`config.mk`:
```
export PLATFORM = sky130hd
export DESIGN_NAME = tach_regs
export DESIGN_NICKNAME = d
export VERILOG_FILES = /design/src/rtl/tach_regs.sv
export SDC_FILE = /design/constraint.sdc
export NUM_CORES = 1
export LEC_CHECK = 0
export ABC_AREA = 1
export ABC_CLOCK_PERIOD_IN_PS = 4400
export BUFFER_PORTS_ARGS = -buffer_cell sky130_fd_sc_hd__buf_2
export CORE_MARGIN = 2
export CORE_UTILIZATION = 55
export DETAILED_ROUTE_END_ITERATION = 7
export PLACE_DENSITY = 0.85
export SETUP_SLACK_MARGIN = 0.02
export SLEW_MARGIN = 10
export SYNTH_ARGS = -nofsm -noshare
export SYNTH_HDL_FRONTEND = slang
export SYNTH_SLANG_ARGS = --single-unit
```
`constraint.sdc`:
```
create_clock -name clk -period 4.4 [get_ports clk]
set_input_delay 0.22 -clock clk [delete_from_list [all_inputs] [get_ports clk]]
set_output_delay 0.22 -clock clk [all_outputs]
set_load 0.1 [all_outputs]
```
`src/rtl/tach_regs.sv`:
```
module tach_regs #(
  parameter int AW = 12
) (
  input  logic          clk,
  input  logic          rst_n,
  input  logic          req,
  input  logic          wr,
  input  logic          half,
  input  logic [AW-1:0] addr,
  input  logic [15:0]   wdata,
  output logic [15:0]   rdata,
  output logic          err,
  input  logic [5:0]    set_pend,
  input  logic          cap_a_we,
  input  logic          cap_b_we,
  input  logic [15:0]   cap_a_val,
  input  logic [15:0]   cap_b_val,
  input  logic [15:0]   cnt1_cur,
  input  logic [15:0]   cnt2_cur,
  output logic          ld_cnt1,
  output logic          ld_cnt2,
  output logic [15:0]   ld_val,
  output logic [7:0]    prescale,
  output logic [7:0]    clk_sel,
  output logic [7:0]    mode,
  output logic [7:0]    cmp_cfg,
  output logic [7:0]    in_sel_a,
  output logic [7:0]    in_sel_b,
  output logic [15:0]   cmp_a,
  output logic [15:0]   cmp_b,
  output logic          irq
);
  localparam logic [AW-1:0] O_CNT1 = AW'('h00), O_CAPA = AW'('h02), O_CAPB = AW'('h04),
                            O_CNT2 = AW'('h06), O_PRSC = AW'('h08), O_CSEL = AW'('h0A),
                            O_MODE = AW'('h0C), O_PEND = AW'('h0E), O_CLR  = AW'('h10),
                            O_IEN  = AW'('h12), O_CMPA = AW'('h14), O_CMPB = AW'('h16),
                            O_CCFG = AW'('h18), O_ISA  = AW'('h1A), O_ISB  = AW'('h1C);

  logic        is_hw, is_byte, ok, wen;
  logic [5:0]  pend, ien, clr;
  logic [15:0] cap_a, cap_b;

  always_comb begin
    is_hw   = 1'b0;
    is_byte = 1'b0;
    case (addr)
      O_CNT1, O_CAPA, O_CAPB, O_CNT2, O_CMPA, O_CMPB: is_hw = 1'b1;
      O_PRSC, O_CSEL, O_MODE, O_PEND, O_CLR, O_IEN,
      O_CCFG, O_ISA, O_ISB:                          is_byte = 1'b1;
      default: ;
    endcase
  end

  assign ok      = (is_hw && half) || (is_byte && !half);
  assign err     = req && !ok;
  assign wen     = req && wr && ok;
  assign ld_cnt1 = wen && addr == O_CNT1;
  assign ld_cnt2 = wen && addr == O_CNT2;
  assign ld_val  = wdata;
  assign clr     = (wen && addr == O_CLR) ? wdata[5:0] : 6'd0;

  always_comb begin
    rdata = 16'd0;
    if (req && ok && !wr) begin
      case (addr)
        O_CNT1: rdata = cnt1_cur;
        O_CAPA: rdata = cap_a;
        O_CAPB: rdata = cap_b;
        O_CNT2: rdata = cnt2_cur;
        O_CMPA: rdata = cmp_a;
        O_CMPB: rdata = cmp_b;
        O_PRSC: rdata = {8'd0, prescale};
        O_CSEL: rdata = {8'd0, clk_sel};
        O_MODE: rdata = {8'd0, mode};
        O_PEND: rdata = {10'd0, pend};
        O_IEN:  rdata = {10'd0, ien};
        O_CCFG: rdata = {8'd0, cmp_cfg};
        O_ISA:  rdata = {8'd0, in_sel_a};
        O_ISB:  rdata = {8'd0, in_sel_b};
        default: rdata = 16'd0;
      endcase
    end
  end

  always_ff @(posedge clk or negedge rst_n) begin
    if (!rst_n) begin
      prescale <= '0; clk_sel <= '0; mode <= '0; cmp_cfg <= '0;
      in_sel_a <= '0; in_sel_b <= '0; cmp_a <= '0; cmp_b <= '0;
      ien <= '0; pend <= '0; irq <= 1'b0;
    end else begin
      if (wen) begin
        case (addr)
          O_PRSC: prescale <= wdata[7:0];
          O_CSEL: clk_sel  <= wdata[7:0];
          O_MODE: mode     <= wdata[7:0];
          O_CCFG: cmp_cfg  <= wdata[7:0];
          O_ISA:  in_sel_a <= wdata[7:0];
          O_ISB:  in_sel_b <= wdata[7:0];
          O_IEN:  ien      <= wdata[5:0];
          O_CMPA: cmp_a    <= wdata;
          O_CMPB: cmp_b    <= wdata;
          default: ;
        endcase
      end
      pend <= (pend & ~clr) | set_pend;
      irq  <= |(pend & ien);
    end
  end

  always_ff @(posedge clk) begin
    if (cap_a_we)                    cap_a <= cap_a_val;
    else if (wen && addr == O_CAPA)  cap_a <= wdata;
    if (cap_b_we)                    cap_b <= cap_b_val;
    else if (wen && addr == O_CAPB)  cap_b <= wdata;
  end
endmodule

```
-- Yosys cells after proc, flatten, opt, wreduce, memory -nomap -nowiden
Index checks and enable logic that the tools add are counted.
W data, S select, Z words.
- register bits after elaboration: 125
- logic and storage cells: 71
- equality and inequality tests: 14
- multiplexer cells: 9
- bitwise operators: 4
- reductions and logical operators: 31
- operator list (kind ; number):
    $pmux W16 S14 ; 1
    $eq A12 B5 Y1 const B ; 7
    $mux W16 ; 5
    $eq A12 B4 Y1 const B ; 4
    $eq A12 B3 Y1 const B ; 2
    $reduce_and A2 Y1 ; 9
    $and A6 B6 Y6 ; 2
    $eq A12 B2 Y1 const B ; 1
    $logic_and A1 B1 Y1 ; 12
    $logic_not A12 Y1 ; 1
    $reduce_or A6 Y1 ; 2
    $reduce_or A9 Y1 ; 1
    $mux W6 ; 1
    $not A6 Y6 ; 1
    $or A6 B6 Y6 ; 1
    $reduce_bool A2 Y1 ; 2
    $logic_not A1 Y1 ; 3
    $mux W1 ; 2
    $logic_or A1 B1 Y1 ; 1

-- Logic depth before layout (Yosys ltp)
Gate-level depths: netlist (run 1).
- word-level depth: 11
- gate-level depth with buffers: 14
- gate-level depth less buffers: 12

-- Worst setup path before layout (run 1)
Ideal clock, no wire load.
- kind: input to output
- start: input addr[11]
- end: output rdata[7]
- arrival time: 2.983 ns
- path slack: 1.197 ns
- cell stages on the path: 13
- path buffers: 3
- cells stage by stage: nor2_1 > nand2_1 > nor2_2 > buf_4 > nand2_1 > nand3_1 > nor2_1 > nand2_1 > and2_1 > buf_4 > buf_4 > nand2_2 > a21oi_1
- word-level cells in the longest chain between the ends: 8
- elaborated cells on any way between the ends: 26
- classes of those cells: 14 x eq/ne; 4 x mux; 8 x reduce/logical
- ends and longest elaborated chain (what ; line ; RTL):
    start, declared ; 9 ; input logic [AW-1:0] addr,
    $eq A12 B5 Y1 (tied with other cells) ; 46 ; case (addr)
    $reduce_or A9 Y1 or $reduce_or A6 Y1 (tied branches) ; 46 ;
    $mux W1 ; 46 ;
    $logic_and A1 B1 Y1 ; 54 ; assign ok = (is_hw && half) || (is_byte && !half);
    $logic_or A1 B1 Y1 ; 54 ;
    $logic_and A1 B1 Y1 (2 in series) ; 64 ; if (req && ok && !wr) begin
    $mux W16 (*) ; 64 ;
    end, declared ; 11 ; output logic [15:0] rdata,
Mark *: on every way between the ends. The rest lies on a longest branch, timed or not.

-- Worst setup path in the final report (run 1)
- start: input addr[1]
- end: output rdata[7]
Same word-level chain as after synthesis.

==> results.txt, run 1 <==
- Status: finished clean
* Max H-tree Level: 4
* # fillers: a little over 1000
- TritonCTS built the clock tree.
* Setup repair after global routing missed its margin: no
- Number of synthesis warnings: 0
- The wire-length estimate of the detail-placed layout is around 16000 um.
- Using the TritonRoute via totals, the vias-per-cell ratio works out to 5.838.
* Initial core utilization: 55.77%
* Capture point of the critical path: rdata[7]
- In this run the clock root is driven by a sky130_fd_sc_hd__clkbuf_16.
- In this design, the stage delay of the slowest critical-path cell is around 0.47 ns.
- The number of global-route vias before repair came to 6791.
* EDFF count, synth: 32
- Total clock buffers created by CTS: 17
- Crit path capture type: output pin
* Async set-reset flop share out of synthesis: between 70 and 80%
* # DRC: 0
- STA classifies the critical path startpoint as an input pin.
- Number of synthesized register bits: 125
* Synth-to-layout area growth: 23.37%
- During I/O placement, the number of pins put on the boundary was about 220.
- Buffer levels on the longest clock path: 2
- For this run the aggregate overflow at the end of global routing stands at 0.
- The congestion estimate from routability-driven global placement came to 1.045.
- Summed over all nets, wire length on met2 after detailed routing comes to 10760 um.
- Die Wd: 116.7 um
* Final total negative setup slack: 0 ns
* Initial DRT Pass Iterations: 6
* Setup crit start: addr[1]
- Top metal layer carrying routed signals: met4
- CTS resizes: 0
* Floorplan die area: between 10000 and 15000 um2
- Number of nets in the synthesized netlist: 1000
- Summing over every cut layer, the via total after detailed routing is around 7400.
* First-iteration detailed-routing DRC count: between 1000 and 1500
* Worst setup slack after layout: 1.331 ns
- The routed design has between 20000 and 25000 um of wire.
* Overall fraction of global-route tracks in use: roughly a third
- Antenna violations before repair: 2
- Vertical die dimension: ~120 um
- Number of buffers inserted to repair setup after CTS: 0
- The max-slew violation count is 0.
- Number of hold-slack violations in the final timing report: 0
- CTS Hold Buffers Added: 7
* Tmin final: 3.069 ns
- After detailed routing, the met3 layer carries approximately 2700 um of wire.
- Synthesis produced between 800 and 900 cells.
- P_leak: around 4.7 nW
- Area of the placeable core: 12520 um2
- For the pin with the worst max-slew slack, the measured transition is approximately 0.76 ns.
- Insertion delay of the later-clocked pin in the worst-skew pair: 0.42 ns
* Number of distinct library cells after synthesis: 32
- Cells with a size suffix above 1 make up roughly 26% of the layout.
- Depth of the worst register-to-register path: 4
* Worst Setup Path Type: input pin to output pin
- Post-route ant nets: 0
- The clock drives ~130 sinks.
- Power per cell area: 337.5 nW/um2
* Post-DR wirelength/cell: 18.48 um
- The startpoint identified for the worst register-to-register timing path is ien[0]$_DFFE_PN0P_.
* Post-route met1 wirelength: about 9000 um
- R2R setup slack: around 3.3 ns
* Sequential share of the synthesized area: between 40 and 50%
- Entering global routing, the biggest net connects between 60 and 70 pins.
- Maximum net fanout on the critical path: 23
- In this run the mean area of a mapped cell was about 7.8 um2.
- Class of the worst hold path: input pin to register
- Count of buffers from port buffering: 220
* Arrival time reported for the critical path endpoint: roughly 2.9 ns
- Site row count: just over 40
* Clk pin slew, worst setup/hold paths: ~0.06 ns
* Period utilization: between 60% and 70%
- Leaving out fill and tap cells, the most frequent cell in the layout is sky130_fd_sc_hd__nand2_1.
- Cells fill roughly 69% of the core in the end.
* Maximum resistive drop on vdd: roughly 250 uV
* Combined area of all synthesized cells: roughly 7000 um2
* Cell seen most often among critical-path stages: sky130_fd_sc_hd__nand2_1
- Maximum operating frequency: about 0.33 GHz
* First-pass GRT wire length: approximately 36000 um
- Skew final: 0.001362 ns
* Final layout net count: 1180
- The tool flagged a number of max-cap violations equal to 0.
- Tightest slew margin relative to the limit: just under 50%
* Most used cells in the layout excluding fill and tap cells: sky130_fd_sc_hd__nand2_1, sky130_fd_sc_hd__buf_2, sky130_fd_sc_hd__nand4_1, sky130_fd_sc_hd__dfrtp_1, sky130_fd_sc_hd__inv_1
- Placement Setup Slack: approximately 1.3 ns
* Reg2reg end: irq$_DFF_PN0_
- Cell breakdown of the critical path: buf_2 > inv_1 > nand2_1 > nor2_4 > nand2_1 > inv_1 > buf_4 > nand2_1 > nand2_1 > inv_1 > nand3_1 > nor3_1 > a21oi_1 > buf_2
* Cell with the largest stage delay on the worst path: sky130_fd_sc_hd__buf_2
- Most used flip-flop cell after synthesis: sky130_fd_sc_hd__dfrtp_1
- Setup violations remaining at the end of the flow were counted as 0.
- Data required, critical path: 4.18 ns
cells in the mapped netlist, types with 2 or more instances:
master                      instances  share of area, %
sky130_fd_sc_hd__nand2_1          311                17
sky130_fd_sc_hd__nand4_1          103               9.2
sky130_fd_sc_hd__dfrtp_1           93                33
sky130_fd_sc_hd__inv_1             70               3.8
sky130_fd_sc_hd__nor2_1            46               2.5
sky130_fd_sc_hd__nand3_1           43               3.1
sky130_fd_sc_hd__o21ai_0           36               2.6
sky130_fd_sc_hd__clkbuf_1          33               1.8
sky130_fd_sc_hd__edfxtp_1          32                14
sky130_fd_sc_hd__buf_4             19               2.0
sky130_fd_sc_hd__nor3_1            12              0.86
sky130_fd_sc_hd__o22ai_1           11              0.99
sky130_fd_sc_hd__a22o_1            10               1.3
sky130_fd_sc_hd__buf_1             10              0.54
sky130_fd_sc_hd__a32o_1             8               1.1
sky130_fd_sc_hd__buf_6              8               1.3
sky130_fd_sc_hd__o21bai_1           8              0.86
sky130_fd_sc_hd__clkinv_1           6              0.32
sky130_fd_sc_hd__inv_2              6              0.32
sky130_fd_sc_hd__o2111ai_1          6              0.75
sky130_fd_sc_hd__buf_2              5              0.36
sky130_fd_sc_hd__nand3_2            4              0.57
sky130_fd_sc_hd__nor2_2             3              0.27
sky130_fd_sc_hd__nor2_4             3              0.48
sky130_fd_sc_hd__a21oi_1            2              0.14
worst max-delay path, delay by kind of cell:
| kind | cells | cell delay (ns) |
|---|---|---|
| AND/OR/NAND/NOR | 7 | 1.11 |
| AO/OA/AOI/OAI | 1 | 0.20 |
| buffers and inverters | 6 | 1.29 |
power by group:
| group | internal (mW) | total, mW | switching [mW] |
|---|---|---|---|
| combinational | 0.0658 | 0.277 | 0.211 |
| clock | 0.840 | 1.40 | 0.556 |
| sequential | 1.22 | 1.23 | 0.00837 |
| total | 2.13 | 2.91 | 0.776 |
area by class of cell:
class / instances / area, um2 / share of cell area [%]
diodes: 3 / 7.507 / 0.08717
multi-input cells: 612 / 2957 / 34.33
well taps: 172 / 215.2 / 2.499
clock inverters: 15 / 162.7 / 1.889
flip-flops and latches: 125 / 3288 / 38.18
clock buffers: 17 / 425.4 / 4.940
repair buffers: 237 / 1249 / 14.50
inverters: 82 / 307.8 / 3.574
state kept, by name (all words and copies together) (netlist names):
| register | cells |
|---|---|
| mode | 8 |
| in_sel_b | 8 |
| pend | 6 |
| cmp_cfg | 8 |
| cmp_a | 16 |
| cap_a | 16 |
| cmp_b | 16 |
| in_sel_a | 8 |
| cap_b | 16 |
| irq | 1 |
| prescale | 8 |
| clk_sel | 8 |
| ien | 6 |
how the worst min path moves through the flow:
stage                 startpoint                endpoint  cells after the start
floorplan                  rst_n  clk_sel[0]$_DFFE_PN0P_                      0
CTS                 cap_a_val[4]      cap_a[4]$_DFFE_PP_                      3
global route        cap_a_val[8]      cap_a[8]$_DFFE_PP_                      3
global placement           rst_n   cmp_a[12]$_DFFE_PN0P_                      1
finish              cap_a_val[9]      cap_a[9]$_DFFE_PP_                      3
detailed placement         rst_n    cmp_a[9]$_DFFE_PN0P_                      1
per-layer routing:
layer,vias to the layer above,GRT usage [%]
met3,79,8.770
met1,3361,47.27
met5,-,0
met2,570,54.38
met4,0,14.59
li1,3363,-
kinds of logic (layout without fill, tap and decap cells):
| kind of cell | count (synthesis) | in the layout | share of synthesized area [%] |
|---|---|---|---|
| AO/OA/AOI/OAI | 84 | 84 | 8.138 |
| buffers and inverters | 158 | 351 | 10.63 |
| flip-flops | 125 | 125 | 47.11 |
| other | 0 | 3 | 0 |
| AND/OR/NAND/NOR | 528 | 528 | 34.13 |
per-stage QoR:
step	area (um2)	instances	hold WS (ns)	power, mW
global route	8612	1263	0.07930	2.976
CTS	8605	1260	0.07288	2.891
finish	8612	1263	0.07600	2.907
global placement	7946	1221	0.2405	1.517
floorplan	6980	895	-0.07559	1.424
detailed placement	7946	1221	0.2372	1.520
No activity file was read; power rests on OpenSTA's default activity.
==> run 2, diff against run 1 <==
--- a/config.mk
+++ b/config.mk
@@ -5,13 +5,13 @@
 export SDC_FILE = /design/constraint.sdc
 export NUM_CORES = 1
 export LEC_CHECK = 0
-export ABC_AREA = 1
-export ABC_CLOCK_PERIOD_IN_PS = 4400
+export ABC_AREA = 0
+export ABC_CLOCK_PERIOD_IN_PS = 2900
 export BUFFER_PORTS_ARGS = -buffer_cell sky130_fd_sc_hd__buf_2
 export CORE_MARGIN = 2
-export CORE_UTILIZATION = 55
+export CORE_UTILIZATION = 51
 export DETAILED_ROUTE_END_ITERATION = 7
-export PLACE_DENSITY = 0.85
+export PLACE_DENSITY = 0.8
 export SETUP_SLACK_MARGIN = 0.02
 export SLEW_MARGIN = 10
 export SYNTH_ARGS = -nofsm -noshare
==> constraint.sdc (replaced) <==
create_clock -name clk -period 2.9 [get_ports clk]
set_input_delay 0.145 -clock clk [delete_from_list [all_inputs] [get_ports clk]]
set_output_delay 0.145 -clock clk [all_outputs]
set_load 0.1 [all_outputs]
==> run 2 against run 1 <==
Routed wire length grew 6.3%. Sequential share of layout area shrank 2.3 points. Critical path depth shrank 7. Count of clock-buffer cells in the layout grew 12. Global-route usage grew 0.57 points. Final area grew 6.5%. Synthesized cell count shrank 38%. Non-clock buffer count grew 26. Worst setup slack lost 1.2 ns. Largest power group unchanged. Highest routed layer unchanged.
==> results.txt, run 2 <==
- Status: finished clean (unchanged)
- Relative contribution of the clock network to total power: 48.4% (was 48.0%)
- The internal portion of total power was 3.462 mW (was 2.131 mW).
- # DRC: 0 (unchanged)
- The number of global-route vias before repair came to 6343 (was 6791).
- The startpoint of the worst setup timing path is addr[9] (was addr[1]).
* P_leak: 4.302 nW (was 4.737 nW)
- Maximum net fanout on the critical path: 12 (was 23)
* Max-cap violations: 0 (unchanged)
- The number of setup violations in the final report was 0 (unchanged).
* Crit path capture type: output pin (unchanged)
- The global router's overall resource usage is 35.58% (was 35.01%).
- The number of antenna violations at the first check in global routing came to 2 (unchanged).
- The power density over the cells is 497.7 nW/um2 (was 337.5 nW/um2).
- The post-placement setup slack was 0.2673 ns (was 1.270 ns).
* Final layout net count: 881 (was 1180)
- Number of nets in the synthesized netlist: 657 (was 1000)
* Pin count of the biggest net entering global routing: 49 (was 67)
- Synth top cells by count: sky130_fd_sc_hd__mux2_2, sky130_fd_sc_hd__dfrtp_1, sky130_fd_sc_hd__a22oi_1 (was sky130_fd_sc_hd__nand2_1, sky130_fd_sc_hd__nand4_1, sky130_fd_sc_hd__dfrtp_1).
* Most used cells in the layout excluding fill and tap cells: sky130_fd_sc_hd__buf_2, sky130_fd_sc_hd__mux2_2, sky130_fd_sc_hd__dfrtp_1, sky130_fd_sc_hd__a22oi_1, sky130_fd_sc_hd__edfxtp_1 (was sky130_fd_sc_hd__nand2_1, sky130_fd_sc_hd__buf_2, sky130_fd_sc_hd__nand4_1, sky130_fd_sc_hd__dfrtp_1, sky130_fd_sc_hd__inv_1)
- The residual overflow from global routing came to 0 (unchanged).
- The clock skew came to 0.006106 ns (was 0.001362 ns).
* Reg2reg end: irq$_DFF_PN0_ (unchanged)
- The number of violations reported at the end of detailed-routing iteration 0 was 735 (was 1230).
- Sequential share of the synthesized area: 49.08% (was 47.11%)
- The number of synthesized flops with an enable pin came to 32 (unchanged).
* Max Transition Viols Final: 0 (unchanged)
- The largest voltage drop on the vdd net came to 423.2 uV (was 245.6 uV).
- Top post-synthesis cells by area: sky130_fd_sc_hd__dfrtp_1, sky130_fd_sc_hd__mux2_2, sky130_fd_sc_hd__edfxtp_1 (was sky130_fd_sc_hd__dfrtp_1, sky130_fd_sc_hd__nand2_1, sky130_fd_sc_hd__edfxtp_1).
- The routed wire length is 24800 um (was 23330 um).
* Vertical die dimension: 118.6 um (was 116.7 um)
* Period utilization: roughly 95%
- Fraction of power spent switching nets: 24.17% (was 26.69%)
- The site row count came to 41 (unchanged).
- The library cell with the highest instance count after synthesis is sky130_fd_sc_hd__mux2_2 (was sky130_fd_sc_hd__nand2_1).
- Number of hold-slack violations in the final timing report: 0 (unchanged)
* Clock root buffer: sky130_fd_sc_hd__clkbuf_16 (unchanged)
- The top cell type by total area after synthesis is sky130_fd_sc_hd__dfrtp_1 (unchanged).
- The buffer levels on the longest clock path came to 2 (unchanged).
- Clk pin slew, worst setup/hold paths: 0.05 ns (was 0.06 ns)
- The power share of the sequential group came to 41.1% (was 42.4%).
- The critical path endpoint is rdata[2] (was rdata[7]).
- Combined area of all synthesized cells: 6700 um2 (was 6980 um2)
- Number of standard cells after synthesis: 552 (was 895)
- Post-synth top area share: 34.73% (was 33.34%)
- The total number of H-tree levels was 4 (unchanged).
- Count of buffers from port buffering: 220 (unchanged)
- The filler cell count came to 899 (was 1027).
- Net switching component of the power: 1.104 mW (was 775.9 uW)
- Post-DR wirelength/cell: 25.75 um (was 18.48 um)
* Floorplan die area: 14070 um2 (was 13610 um2)
* RD Place Congestion: 0.9930 (was 1.045)
- The number of warnings reported in the yosys synthesis log was 0 (unchanged).
- The path type of the worst min-delay path is input pin to register (unchanged).
* First-pass GRT wire length: 37600 um (was 35840 um)
- The TritonCTS clock tree was yes (unchanged).
- Launching element type of the critical path: input pin (unchanged)
- The worst path needs roughly 2.7 ns of the cycle, external delays included.
- Most used flip-flop cell after synthesis: sky130_fd_sc_hd__dfrtp_1 (unchanged)
* Total vias in the final route: 6214 (was 7373)
* Worst setup slack after layout: 0.1544 ns (was 1.331 ns)
- The iteration count of the initial detailed-routing pass is 8 (was 6).
- Setup repair after global routing missed its margin: no (unchanged)
* Share of final-layout standard cells stronger than drive strength 1: 55.51% (was 25.83%)
- The starting density of the core is 52.67% (was 55.77%).
- Total clock buffers created by CTS: 17 (unchanged)
* Data required, critical path: 2.76 ns (was 4.18 ns)
- The proportion of power drawn by combinational gates was 10.5% (was 9.5%).
* Number of synthesized register bits: 125 (unchanged)
- Timing would allow up to about 0.36 GHz.
- Area of the placeable core: 12720 um2 (was 12520 um2)
- The number of distinct library cell variants in the gate-level netlist after synthesis came to 63 (was 32).
- Async set-reset flop share out of synthesis: 74.40% (unchanged)
- Routed via count divided by cell count: 6.453 (was 5.838)
- Arrival time reported for the critical path endpoint: 2.60 ns (was 2.85 ns)
* Post-route ant nets: 0 (unchanged)
- Least-Margin Pin Slew: 0.6482 ns (was 0.7618 ns)
- The synthesis-to-layout area growth came to 36.94% (was 23.37%).
* Mean post-synth cell area: 12.14 um2 (was 7.799 um2)
- Insertion delay of the later-clocked pin in the worst-skew pair: 0.43 ns (was 0.42 ns)
- The detailed placer's ending HPWL was 17310 um (was 16490 um).
- Die Wd: 118.6 um (was 116.7 um)
* Most frequent standard cell in the layout excluding fill and tap cells: sky130_fd_sc_hd__buf_2 (was sky130_fd_sc_hd__nand2_1)
* R2R setup slack: 1.88 ns (was 3.32 ns)
* Tightest slew margin relative to the limit: 56.79% (was 49.14%)
- Clock Sink Count: 125 (unchanged)
- The beginning of the worst register-to-register path was pend[1]$_DFF_PN0_ (was ien[0]$_DFFE_PN0P_).
- The cell count of the worst reg-to-reg path was 2 (was 4).
* Worst Setup Path Type: input pin to output pin (unchanged)
- The total I/O pin count is 221 (unchanged).
- Post-route worst hold slack: 0.01285 ns (was 0.07600 ns)
-- run 2: changes by cell type in the layout (fill, tap and decap cells not counted), moves of 32 or more --
cell and change:
sky130_fd_sc_hd__o21ai_0 -32, sky130_fd_sc_hd__inv_1 -69, sky130_fd_sc_hd__nand2_1 -285, sky130_fd_sc_hd__nand4_1 -95, sky130_fd_sc_hd__mux2_2 +113, sky130_fd_sc_hd__a22oi_1 +33
-- run 2: kinds of logic after synthesis --
group / count (synthesis) / share of synthesized area, %
simple gates: 114 / 9.767
compound gates: 114 / 12.64
mux: 140 / 23.96
buf+inv: 59 / 4.556
flops: 125 / 49.08
-- run 2: how the worst min path moves through the flow --
stage | to | start | cells past startpoint | slack, ns
after CTS | cmp_b[10]$_DFFE_PN0P_ | wdata[10] | 2 | 0.006
final | cmp_b[14]$_DFFE_PN0P_ | wdata[14] | 2 | 0.01
after floorplan | clk_sel[0]$_DFFE_PN0P_ | rst_n | 0 | -0.15
after detailed placement | prescale[5]$_DFFE_PN0P_ | rst_n | 1 | 0.21
after global placement | prescale[5]$_DFFE_PN0P_ | rst_n | 1 | 0.19
after global routing | cmp_b[10]$_DFFE_PN0P_ | wdata[10] | 2 | 0.01
-- run 2: critical path: stages --
cell	delay (ns)
sky130_fd_sc_hd__buf_2	0.11
sky130_fd_sc_hd__or4_1	0.77
sky130_fd_sc_hd__nor4_2	0.45
sky130_fd_sc_hd__buf_4	0.28
sky130_fd_sc_hd__a22oi_1	0.12
sky130_fd_sc_hd__a41oi_1	0.47
sky130_fd_sc_hd__buf_12	0.25
-- run 2: power by group through the flow --
stage	combinational, mW	clock (mW)	sequential, mW
global placement	0.452	0	1.91
CTS	0.473	2.21	1.88
detailed placement	0.460	0	1.91
finish	0.481	2.21	1.88
floorplan	0.267	0	1.91
global route	0.503	2.31	1.88
-- run 2: cell type report --
| type | instances | area, um2 | share of cell area [%] |
|---|---|---|---|
| Timing Repair Buffer | 263 | 1789 | 19.50 |
| Multi-Input combinational cell | 368 | 3249 | 35.42 |
| Clock buffer | 29 | 584.3 | 6.368 |
| Antenna cell | 2 | 5.005 | 0.05455 |
| Sequential cell | 125 | 3288 | 35.84 |
| Inverter | 1 | 3.754 | 0.04091 |
| Clock inverter | 3 | 40.04 | 0.4364 |
| Tap cell | 172 | 215.2 | 2.346 |
-- run 2: per-stage QoR --
stage          cells  util (%)  setup TNS (ns)  cell area, um2  total power [mW]
2_1_floorplan    552         -          -1.797            6830             2.179
3_3_place_gp     922     66.62               0            8476             2.357
3_5_place_dp     922     66.62               0            8476             2.369
4_1_cts          961     72.08               0            9170             4.563
5_1_grt          963     72.12               0            9175             4.691
6_report         963     72.12               0            9175             4.566
-- run 2: routing by layer --
| layer | global-route usage, % | vias up | wire, um |
|---|---|---|---|
| li1 | - | 2572 | - |
| met4 | 16.67 | 0 | 885 |
| met5 | 0 | - | 0 |
| met3 | 6.371 | 91 | 2392 |
| met2 | 57.54 | 456 | 12120 |
| met1 | 46.45 | 3095 | 9400 |
-- run 2: what timing repair did --
action	in CTS	in global routing
endpoints found under the hold margin	51	0
hold buffers	7	0
gates resized for setup	0	0
buffers inserted	0	0
==> run 3, diff against run 2 <==
--- a/config.mk
+++ b/config.mk
@@ -8,10 +8,12 @@
 export ABC_AREA = 0
 export ABC_CLOCK_PERIOD_IN_PS = 2900
 export BUFFER_PORTS_ARGS = -buffer_cell sky130_fd_sc_hd__buf_2
+export CELL_PAD_IN_SITES_DETAIL_PLACEMENT = 1
+export CELL_PAD_IN_SITES_GLOBAL_PLACEMENT = 1
 export CORE_MARGIN = 2
-export CORE_UTILIZATION = 51
+export CORE_UTILIZATION = 40
 export DETAILED_ROUTE_END_ITERATION = 7
-export PLACE_DENSITY = 0.8
+export PLACE_DENSITY_LB_ADDON = 0.1
 export SETUP_SLACK_MARGIN = 0.02
 export SLEW_MARGIN = 10
 export SYNTH_ARGS = -nofsm -noshare
==> run 3 against run 2 <==
Utilization shrank 16 points. Largest power group unchanged. Largest cell class unchanged. Sequential power about the same. Clock power increased by 3%. Count of clock-buffer cells in the layout is 10 lower. Critical endpoint is now rdata[14]. Critical path type unchanged.
==> results.txt, run 3 (synthesis results as in run 2) <==
- The biggest fanout along the worst timing path is 10 (was 12).
- The filler cell count is 1773 (was 899).
- Stage delay of the slowest cell on the critical path: 0.79 ns (was 0.77 ns)
- Via count of the first global-routing pass: 6250 (was 6343)
- The detailed placer's ending HPWL is 18980 um (was 17310 um).
- The number of antenna violations at the first check in global routing is 0 (was 2).
- The horizontal die dimension came to 133.4 um (was 118.6 um).
* Max-cap violations: 0 (unchanged)
* Post-route ant nets: 0 (unchanged)
* Tightest slew margin relative to the limit: 54.19% (was 56.79%)
* Total clock buffers created by CTS: 17 (unchanged)
- The TritonCTS clock tree is yes (unchanged).
- Clock root buffer: sky130_fd_sc_hd__clkbuf_16 (unchanged)
* Pin count of the biggest net entering global routing: 52 (was 49)
- Cell breakdown of the critical path: buf_2 > or4_1 > nor2_2 > buf_4 > and3_1 > buf_4 > a22oi_1 > a31oi_4 > buf_12 (was buf_2 > or4_1 > nor4_2 > buf_4 > a22oi_1 > a41oi_1 > buf_12).
- Post-DR wirelength/cell: 25.78 um (was 25.75 um)
- The core area was 16470 um2 (was 12720 um2).
- The power consumption is 4.638 mW (was 4.566 mW).
* Maximum operating frequency: 0.3762 GHz (was 0.3642 GHz)
- # DRC: 0 (unchanged)
- Vertical die dimension: 133.4 um (was 118.6 um)
- Arrival time reported for the critical path endpoint: 2.51 ns (was 2.60 ns)
- Max Transition Viols Final: 0 (unchanged)
* Final global-route overflow total: 0 (unchanged)
* Final layout net count: 887 (was 881)
- The buffering stage count on the worst path with inverters included came to 4 (was 3).
* Reg area: 3288 um2 (unchanged)
- Dominant delay contributor by cell family on the critical path: simple AND/OR/NAND/NOR gates (unchanged)
- Max H-tree Level: 4 (unchanged)
* Placement Setup Slack: 0.2767 ns (was 0.2673 ns)
- Floorplan die area: 17800 um2 (was 14070 um2)
- Worst Setup Path Type: input pin to output pin (unchanged)
- The number of diodes was 0 (was 2).
- The starting density of the core is 40.69% (was 52.67%).
* Maximum resistive drop on vdd: 388.5 uV (was 423.2 uV)
- Count of buffers from port buffering: 220 (unchanged)
- The sink count of the clock tree came to 125 (unchanged).
- Site row count: 47 (was 41)
- Setup repair after global routing missed its margin: no (unchanged)
- The commonest non-fill, non-tap cell in the layout was sky130_fd_sc_hd__buf_2 (unchanged).
* First-iteration detailed-routing DRC count: 458 (was 735)
- P_leak: 4.331 nW (was 4.302 nW)
- I/O Pins: 221 (unchanged)
* Clk pin slew, worst setup/hold paths: 0.06 ns (was 0.05 ns)
* Launching element type of the critical path: input pin (unchanged)
- The via total after detailed routing was 5903 (was 6214).
- The nature of the critical path endpoint is an output pin (unchanged).
- Class of the worst hold path: input pin to register (unchanged)
- The number of setup violations in the final report was 0 (unchanged).
- The worst setup margin came to 0.2417 ns (was 0.1544 ns).
- R2R setup slack: 1.83 ns (was 1.88 ns)
- The iteration count of the initial detailed-routing pass is 5 (was 8).
- First-pass GRT wire length: 39360 um (was 37600 um)
- The data required time of the worst path is 2.76 ns (about the same).
- The endpoint of the worst register-to-register path is irq$_DFF_PN0_ (unchanged).
- Cell seen most often among critical-path stages: sky130_fd_sc_hd__buf_4
- The wire length on met1 came to 11430 um (was 9400 um).
- The slowest cell on the critical path is sky130_fd_sc_hd__or4_1 (unchanged).
* Core utilization of the finished layout: 56.37% (was 72.12%)
- The vias per cell is 5.816 (was 6.453).
* Final total negative setup slack: 0 ns (unchanged)
* Synth-to-layout area growth: 38.52% (was 36.94%)
- The buffer levels on the longest clock path came to 2 (unchanged).
* Least-Margin Pin Slew: 0.6835 ns (was 0.6482 ns)
- Most used cells in the layout excluding fill and tap cells: sky130_fd_sc_hd__buf_2, sky130_fd_sc_hd__mux2_2, sky130_fd_sc_hd__dfrtp_1, sky130_fd_sc_hd__buf_4, sky130_fd_sc_hd__a22oi_1 (was sky130_fd_sc_hd__buf_2, sky130_fd_sc_hd__mux2_2, sky130_fd_sc_hd__dfrtp_1, sky130_fd_sc_hd__a22oi_1, sky130_fd_sc_hd__edfxtp_1).
- The highest metal layer used by the detailed router was met4 (unchanged).
* Min-delay src: wdata[10] (was wdata[14])
- The combined area of the multi-input logic cells came to 3249 um2 (unchanged).
- Power per cell area: 499.7 nW/um2 (was 497.7 nW/um2)
* Skew final: 0.004187 ns (was 0.006106 ns)
- Detail Route met3 WL: 1791 um (was 2392 um)
* WL final: 26160 um (was 24800 um)
- Hold Path Stages: 2 (unchanged)
* Period utilization: 91.67% (was 94.68%)
- Status: finished clean (unchanged)
- The number of failing hold endpoints at the final stage came to 0 (unchanged).
- The share of cells above drive strength 1 is 56.10% (was 55.51%).
- The wire length on met2 came to 12450 um (was 12120 um).
- RD Place Congestion: 0.9168 (was 0.9930)
- The clock period minus worst slack is 2.658 ns (was 2.746 ns).
- Launch point of the worst reg-to-reg path: pend[1]$_DFF_PN0_ (unchanged)
- Hold Path End: cmp_b[10]$_DFFE_PN0P_ (was cmp_b[14]$_DFFE_PN0P_)
* Insertion delay of the later-clocked pin in the worst-skew pair: 0.42 ns (was 0.43 ns)
- Post-route worst hold slack: 0.01316 ns (was 0.01285 ns)
- The cell count of the worst reg-to-reg path was 2 (unchanged).
* Overall fraction of global-route tracks in use: 29.80% (was 35.58%)
==> run 3: cell types whose count changed in the layout (fill, tap and decap cells not counted), sizes merged <==
cell	change
bufinv	+3
diode	-2
clkinvlp	+2
clkbuf	-10
clkinv	+3
inv	+2
buf	+6
==> run 3: metal layers <==
layer | vias to the layer above | GRT usage, %
met1 | 3010 | 42.40
met3 | 33 | 4.186
met5 | - | 0
met2 | 275 | 47.94
met4 | 0 | 8.156
li1 | 2585 | -
==> run 3: report_power, final <==
group	switching [mW]	internal, mW	total, mW	leakage [nW]
logic	0.329	0.156	0.485	2.45
registers	0.0132	1.86	1.87	1.58
clock network	0.815	1.47	2.28	0.302
==> run 3: worst max path at each step <==
stage / startpoint / endpoint / slack (ns) / cells past startpoint
2_1_floorplan: addr[2] / rdata[2] / -0.42 / 7
3_3_place_gp: addr[5] / rdata[6] / 0.31 / 8
3_5_place_dp: addr[9] / rdata[9] / 0.28 / 9
4_1_cts: addr[9] / rdata[9] / 0.28 / 9
5_1_grt: addr[9] / rdata[15] / 0.16 / 7
6_report: addr[9] / rdata[14] / 0.24 / 9
==> run 3: final cells by class <==
cell class	count	share of cell area [%]
clock inverter	13	2.022
multi-input combinational	368	35.01
tap	220	2.966
clock buffer	19	4.772
timing repair buffer	269	19.76
sequential	125	35.43
inverter	1	0.04044
==> run 3: stage by stage <==
step           std cells  area, um2
2_1_floorplan        552       6830
3_3_place_gp         976       8581
3_5_place_dp         976       8581
4_1_cts             1015       9281
5_1_grt             1015       9281
6_report            1015       9281
==> run 3: repair_timing <==
item / CTS / global route
endpoints found under the hold margin: 48 / 0
hold buffers: 7 / 0
setup buffers: 0 / 0
resized for setup: 0 / 0
setup endpoints to repair: 0 / 0
==> run 3: worst register-to-register path, delay by kind of cell, from the launching register on <==
family	cells	cell delay, ns
AO/OA/AOI/OAI	1	0.39
flip-flops	1	0.42
AND/OR/NAND/NOR	1	0.13
